[src/rtl/sofmt_pkg.sv]
package sofmt_pkg;
  timeunit 1ns;
  timeprecision 1ps;

  localparam int CTRL_W = 8;

  // control bit positions decoded by the control path
  localparam int CTL_TRISTATE = 0;
  localparam int CTL_COAST_LOW = 1;
  localparam int CTL_LEAD_LOCK = 2;
  localparam int CTL_VS_RAW = 4;

  // strobes from control to datapath
  typedef struct packed {
    logic lockEdge;
    logic hsOutNext;
    logic vsLoad;
  } fmtStrobe_t;
endpackage

[src/rtl/sofmt_ctrl.sv]
module sofmt_ctrl
  import sofmt_pkg::*;
#(
  parameter int CNT_W = 12,
  parameter int WID_W = 8
) (
  input  logic              clk,
  input  logic              rstN,
  input  logic              ctrlWe,
  input  logic [CTRL_W-1:0] ctrlWdata,
  output logic [CTRL_W-1:0] ctrlReg,
  input  logic              hsyncIn,
  input  logic [WID_W-1:0]  hsWidth,
  output fmtStrobe_t        strobe
);
  timeunit 1ns;
  timeprecision 1ps;

  localparam logic [CNT_W-1:0] CNT_MAX = {CNT_W{1'b1}};

  logic             hsPrev;
  logic             seenEdge;
  logic             lenValid;
  logic [CNT_W-1:0] pixCnt;
  logic [CNT_W-1:0] lineLen;
  logic             lockEdge;
  logic [WID_W-1:0] widthEff;
  logic [CNT_W-1:0] widthExt;
  logic [CNT_W:0]   endSum;
  logic             predict;
  logic             hsNext;

  always_ff @(posedge clk or negedge rstN) begin
    if (!rstN) begin
      ctrlReg <= '0;
    end else if (ctrlWe) begin
      ctrlReg <= ctrlWdata;
    end
  end

  assign lockEdge = hsyncIn & ~hsPrev;

  always_ff @(posedge clk or negedge rstN) begin
    if (!rstN) begin
      hsPrev   <= 1'b0;
      seenEdge <= 1'b0;
      lenValid <= 1'b0;
      pixCnt   <= '0;
      lineLen  <= '0;
    end else begin
      hsPrev <= hsyncIn;
      if (lockEdge) begin
        seenEdge <= 1'b1;
        lineLen  <= pixCnt;
        lenValid <= seenEdge & (pixCnt != CNT_MAX);
        pixCnt   <= CNT_W'(1);
      end else if (pixCnt != CNT_MAX) begin
        pixCnt <= pixCnt + CNT_W'(1);
      end
    end
  end

  // width of zero is used as one
  assign widthEff = (hsWidth == '0) ? WID_W'(1) : hsWidth;
  assign widthExt = CNT_W'(widthEff);
  assign endSum   = {1'b0, pixCnt} + {1'b0, widthExt};
  assign predict  = ~ctrlReg[CTL_LEAD_LOCK] & lenValid;

  always_comb begin
    if (!seenEdge && !lockEdge) begin
      hsNext = 1'b0;
    end else if (predict) begin
      // pulse ends at the lock edge; start predicted from last line
      hsNext = ~lockEdge & (endSum >= {1'b0, lineLen});
    end else begin
      hsNext = lockEdge | (pixCnt < widthExt);
    end
  end

  always_comb begin
    strobe.lockEdge  = lockEdge;
    strobe.hsOutNext = hsNext;
    strobe.vsLoad    = lockEdge | ctrlReg[CTL_VS_RAW];
  end
endmodule

[src/rtl/sofmt_dp.sv]
module sofmt_dp
  import sofmt_pkg::*;
#(
  parameter int NUM_PINS = 3
) (
  input  logic              clk,
  input  logic              rstN,
  input  logic [CTRL_W-1:0] ctrlReg,
  input  fmtStrobe_t        strobe,
  input  logic              hsyncIn,
  input  logic              vsyncRaw,
  input  logic              coastIn,
  output logic              hsyncOut,
  output logic              hsOut,
  output logic              vsyncOut,
  output logic              coastActive,
  output logic [NUM_PINS-1:0] pinEn
);
  timeunit 1ns;
  timeprecision 1ps;

  always_ff @(posedge clk or negedge rstN) begin
    if (!rstN) begin
      hsyncOut    <= 1'b0;
      hsOut       <= 1'b0;
      vsyncOut    <= 1'b0;
      coastActive <= 1'b0;
    end else begin
      hsyncOut    <= hsyncIn;
      hsOut       <= strobe.hsOutNext;
      coastActive <= coastIn ^ ctrlReg[CTL_COAST_LOW];
      if (strobe.vsLoad) begin
        vsyncOut <= vsyncRaw;
      end
    end
  end

  for (genvar p = 0; p < NUM_PINS; p++) begin : g_pinEn
    assign pinEn[p] = ~ctrlReg[CTL_TRISTATE];
  end
endmodule

[src/rtl/sync_out_formatter.sv]
module sync_out_formatter
  import sofmt_pkg::*;
#(
  parameter int CNT_W = 12,
  parameter int WID_W = 8
) (
  input  logic              clk,
  input  logic              rstN,
  input  logic              ctrlWe,
  input  logic [7:0]        ctrlWdata,
  output logic [7:0]        ctrlRdata,
  input  logic              hsyncIn,
  input  logic              vsyncRaw,
  input  logic              coastIn,
  input  logic [WID_W-1:0]  hsWidth,
  output logic              hsyncOut,
  output logic              hsyncOutEn,
  output logic              hsOut,
  output logic              hsOutEn,
  output logic              vsyncOut,
  output logic              vsyncOutEn,
  output logic              coastActive
);
  timeunit 1ns;
  timeprecision 1ps;

  localparam int NUM_PINS = 3;

  fmtStrobe_t          strobe;
  logic [CTRL_W-1:0]   ctrlReg;
  logic [NUM_PINS-1:0] pinEn;

  sofmt_ctrl #(.CNT_W(CNT_W), .WID_W(WID_W)) u_ctrl (
    .clk      (clk),
    .rstN     (rstN),
    .ctrlWe   (ctrlWe),
    .ctrlWdata(ctrlWdata),
    .ctrlReg  (ctrlReg),
    .hsyncIn  (hsyncIn),
    .hsWidth  (hsWidth),
    .strobe   (strobe)
  );

  sofmt_dp #(.NUM_PINS(NUM_PINS)) u_dp (
    .clk        (clk),
    .rstN       (rstN),
    .ctrlReg    (ctrlReg),
    .strobe     (strobe),
    .hsyncIn    (hsyncIn),
    .vsyncRaw   (vsyncRaw),
    .coastIn    (coastIn),
    .hsyncOut   (hsyncOut),
    .hsOut      (hsOut),
    .vsyncOut   (vsyncOut),
    .coastActive(coastActive),
    .pinEn      (pinEn)
  );

  assign ctrlRdata  = ctrlReg;
  assign hsyncOutEn = pinEn[0];
  assign hsOutEn    = pinEn[1];
  assign vsyncOutEn = pinEn[2];
endmodule

[config.mk]
export PLATFORM = sky130hd
export DESIGN_NAME = sync_out_formatter
export DESIGN_NICKNAME = d
export VERILOG_FILES = /design/src/rtl/sofmt_pkg.sv /design/src/rtl/sofmt_ctrl.sv /design/src/rtl/sofmt_dp.sv /design/src/rtl/sync_out_formatter.sv
export SDC_FILE = /design/constraint.sdc
export NUM_CORES = 1
export LEC_CHECK = 0
export ABC_AREA = 0
export BUFFER_PORTS_ARGS = -buffer_cell sky130_fd_sc_hd__buf_4
export CELL_PAD_IN_SITES_DETAIL_PLACEMENT = 1
export CELL_PAD_IN_SITES_GLOBAL_PLACEMENT = 1
export CORE_MARGIN = 2
export CORE_UTILIZATION = 40
export CTS_CLUSTER_DIAMETER = 100
export CTS_CLUSTER_SIZE = 8
export DETAILED_ROUTE_END_ITERATION = 12
export GPL_TIMING_DRIVEN = 0
export PLACE_DENSITY_LB_ADDON = 0.05
export SLEW_MARGIN = 20
export SYNTH_ARGS = -nofsm -noshare
export SYNTH_HDL_FRONTEND = slang
export SYNTH_SLANG_ARGS = --single-unit
[constraint.sdc]
create_clock -name clk -period 2.9 [get_ports clk]
set_clock_uncertainty 0.1 [all_clocks]
set_input_delay 0.725 -clock clk [delete_from_list [all_inputs] [get_ports clk]]
set_output_delay 0.725 -clock clk [all_outputs]
set_load 0.01 [all_outputs]
==> results.sh <==
export IMPL_status="finished, violations left"
export IMPL_violations="negative setup slack"
export IMPL_ys_seq_area_share_pct=36.5
export IMPL_cp_common_cell="a211oi_2"
export IMPL_grt_max_degree=39
export IMPL_layout_cells_non_filler=405
export IMPL_cts_buffer_depth=2
export IMPL_cp_arrival_ns=3.55
export IMPL_p_sw_share_pct=32.5
export IMPL_wl_per_cell_um=16.3
export IMPL_drt_pass1_iter_count=4
export IMPL_grt_use_total_pct=19.7
export IMPL_power_switching_uw=598
export IMPL_root_buffer="clkbuf_8"
export IMPL_io_pins=37
export IMPL_synth_compound_area_share_pct=14.1
export IMPL_dr_first_iter_drc_count=88
export IMPL_syn_nets=336
export IMPL_h_tree_depth=2
export IMPL_hold_buffers=0
export IMPL_ys_async_sr_fraction_pct=100
export IMPL_synthCells=284
export IMPL_yosysWarnings=0
export IMPL_die_w_um=84.7
export IMPL_seqPwrFrac_pct=36.3
export IMPL_synth_edf_count=0
export IMPL_antenna_found_initial=0
export IMPL_power_density_nw_per_um2=578
export IMPL_yosysUniqueCellTypes=49
export IMPL_ys_ff_latch=38
export IMPL_crit_chain="buf_8 > nor4_4 > a41o_1 > ha_2 > inv_2 > fa_2 > o21bai_4 > a211oi_2 > o2bb2ai_4 > nor2_2 > xnor2_1 > ha_1 > a21o_1 > a211oi_2 > o221ai_1 > o21a_1"
export IMPL_fillers=733
export IMPL_rows=29
export IMPL_drive_gt1_share_pct=22.9
export IMPL_cts_tree="built"
export IMPL_dp_cells=396
export IMPL_maxCapViolCount=0
export IMPL_setup_violations=1
export IMPL_hp_class="in2async"
export IMPL_end_kind="flip-flop"
export IMPL_wl_met3_um=186
export IMPL_finalCriticalPeriod_ns=3.46
export IMPL_drc=0
export IMPL_die_y_um=84.7
export IMPL_fin_ws_ns=-0.564
export IMPL_critPathKind="in2reg"
export IMPL_dp_final_hpwl_mm=4.98
export IMPL_fmax_ghz=0.289
export IMPL_hold_violations=0
export IMPL_slowest_delay_ns=0.37
export IMPL_dr_max_layer_used="met4"
export IMPL_start_kind="input pin"
export IMPL_antenna_cells_inserted=0
export IMPL_cts_buffers=5
export IMPL_gp_congestion=0.804
export IMPL_initial_core_util_pct=41.2
export IMPL_io_buffers=35
export IMPL_synth_most_common_cell="dfrtp_1"
export IMPL_netlist_top_cells_count="dfrtp_1 (38), inv_1 (30), ha_1 (29)"
export IMPL_p_clk_share_pct=30.8
export IMPL_slew_headroom_pct=62.2
export IMPL_drv_slew=0
export IMPL_synthMuxAreaShare_pct=4.66
export IMPL_synth_area_um2=2600
export IMPL_cp_slowest_cell="fa_2"
export IMPL_p_leak_uw=0.00144
export IMPL_insertion_delay_ns=0.29
export IMPL_synth_top_area_share_pct=36.5
export IMPL_dr_wl_met2_mm=3.14
export IMPL_gr_total_overflow=0
export IMPL_m1WireLength_mm=3.21
export IMPL_synthAdderAreaFrac_pct=14.7
export IMPL_worstPathRequired_ns=2.99
export IMPL_wirelength_mm=6.61
export IMPL_final_period_utilization_pct=119
export IMPL_seq_area_um2=951
export IMPL_place_area_um2=2980
export IMPL_p_comb_share_pct=33.0
export IMPL_synth_simple_gate_area_share_pct=18.0
export IMPL_drt_vias_per_instance=5.38
export IMPL_synth_main_ff_cell="dfrtp_1"
export IMPL_coreArea_um2=6310
export IMPL_synth_area_leaders="dfrtp_1 (37%), ha_1 (14%), inv_1 (4.3%)"
export IMPL_p_int_uw=1240
export IMPL_clk_pin_slew_ns=0.08
export IMPL_synth_top_family_by_area="simple AND/OR/NAND/NOR gates"
export IMPL_die_area_um2=7170
export IMPL_grt_pass1_wl_mm=11.2
export IMPL_max_slew_worst_pin_slew_ns=0.566
export IMPL_grt_pass1_vias=2205
export IMPL_layout_nets=379
export IMPL_area_growth_syn_to_layout_pct=22.6
export IMPL_rsz0062_at_grt="true"
export IMPL_synth_area_leader_cell="dfrtp_1"
export IMPL_synth_area_per_cell_um2=9.17
export IMPL_clock_sinks=38
export IMPL_peakVddDrop_mv=0.303
export IMPL_yosys_area_share_xor_xnor_pct=4.71
export IMPL_final_cell_area_um2=3190
export IMPL_drtAntennaViolNets=0
export IMPL_vias=2179
export IMPL_cp_max_fo=3
export IMPL_multi_input_area_um2=1530
-- state kept, by name, indices dropped and copies added, names as in the netlist --
register and cells:
u_dp.hsOut 1, u_ctrl.lenValid 1, u_ctrl.lineLen 12, u_ctrl.seenEdge 1
u_ctrl.ctrlReg 8, u_dp.hsyncOut 1, u_ctrl.pixCnt 12, u_dp.vsyncOut 1
u_dp.coastActive 1
-- stage by stage --
step	utilization [%]	total power [µW]	worst slack [ns]	hold WS (ns)	setup TNS [ns]
floorplan	-	1060	-0.599	0.329	-0.599
global placement	47.2	1240	-1.19	0.373	-1.19
detailed placement	47.2	1260	-1.17	0.382	-1.17
CTS	50.2	1860	-0.602	0.312	-0.602
global route	50.6	1980	-0.714	0.331	-0.714
finish	50.6	1840	-0.564	0.290	-0.564
-- cell usage in the layout (no fill, tap or decap), types with 3 or more instances in the layout --
master and n:
dfrtp_1 38, buf_4 36, inv_1 29, ha_1 28, nand2_1 23, o21ai_0 16, nand3_1 14, nor2_1 13
clkbuf_1 12, a21oi_1 11, mux2_2 9, nor3_1 8, xnor2_1 7, xor2_1 7, nand2b_1 6, clkbuf_8 6
nor2b_1 5, a211oi_2 4, a211oi_1 4, nor4_1 3, and3_1 3, o21a_1 3, nand4_1 3
-- worst paths after layout --
kind / startpoint / end / slack [ns] / depth (start not counted)
setup / recovery: hsWidth[5] / u_dp.hsOut / -0.56 / 16
hold / removal: rstN / u_dp.coastActive / 0.29 / 1
setup reg to reg: u_ctrl.pixCnt[5] / u_dp.hsOut / -0.19 / 13
hold reg to reg: u_ctrl.ctrlReg[1] / u_dp.coastActive / 0.39 / 1
max in group asynchronous: rstN / u_ctrl.pixCnt[11] / 2.07 / 1
min in group clk: u_ctrl.ctrlReg[1] / u_dp.coastActive / 0.39 / 1
-- worst max-delay path, delay by kind of cell --
| kind | cells | cell delay [ns] |
|---|---|---|
| AO/OA/AOI/OAI | 8 | 1.31 |
| adder cells (fa/ha/maj) | 3 | 0.88 |
| AND/OR/NAND/NOR | 2 | 0.41 |
| buffers and inverters | 2 | 0.14 |
| XOR/XNOR | 1 | 0.08 |
-- power groups by stage --
| stage | Sequential [µW] | Combinational (µW) | Clock [µW] |
|---|---|---|---|
| after floorplan | 661 | 398 | 0 |
| after global routing | 681 | 703 | 598 |
| after global placement | 679 | 562 | 0 |
| final | 668 | 607 | 568 |
| after detailed placement | 681 | 581 | 0 |
| after CTS | 670 | 614 | 576 |
-- area by class of cell --
cell class,count,share of cell area [%]
multi-input cells,200,48.0
flip-flops and latches,38,29.8
clock buffers,6,2.59
plain buffers,16,2.39
well taps,77,3.02
inverters,30,3.53
repair buffers,36,8.82
clock inverters,2,1.88
-- cells by family (layout without fill, tap and decap cells) --
group           after synthesis  count (layout)
compound gates               55              55
xor+xnor                     14              14
fa+ha+maj                    30              30
buf+inv                      46              90
flops                        38              38
mux                          11              11
simple gates                 90              90
-- metal layers --
metal  track usage [%]  vias up
li1                  -     1068
met5                 0        -
met3              2.56        5
met4              4.76        0
met1              28.1     1064
met2              31.7       42
-- repair_timing --
action                     in CTS  in global routing
pin swaps                       1                  4
resized for setup               9                  4
setup buffers                   1                  0
setup endpoints to repair       1                  1
Note: power is estimated with default switching activity, not from simulation.
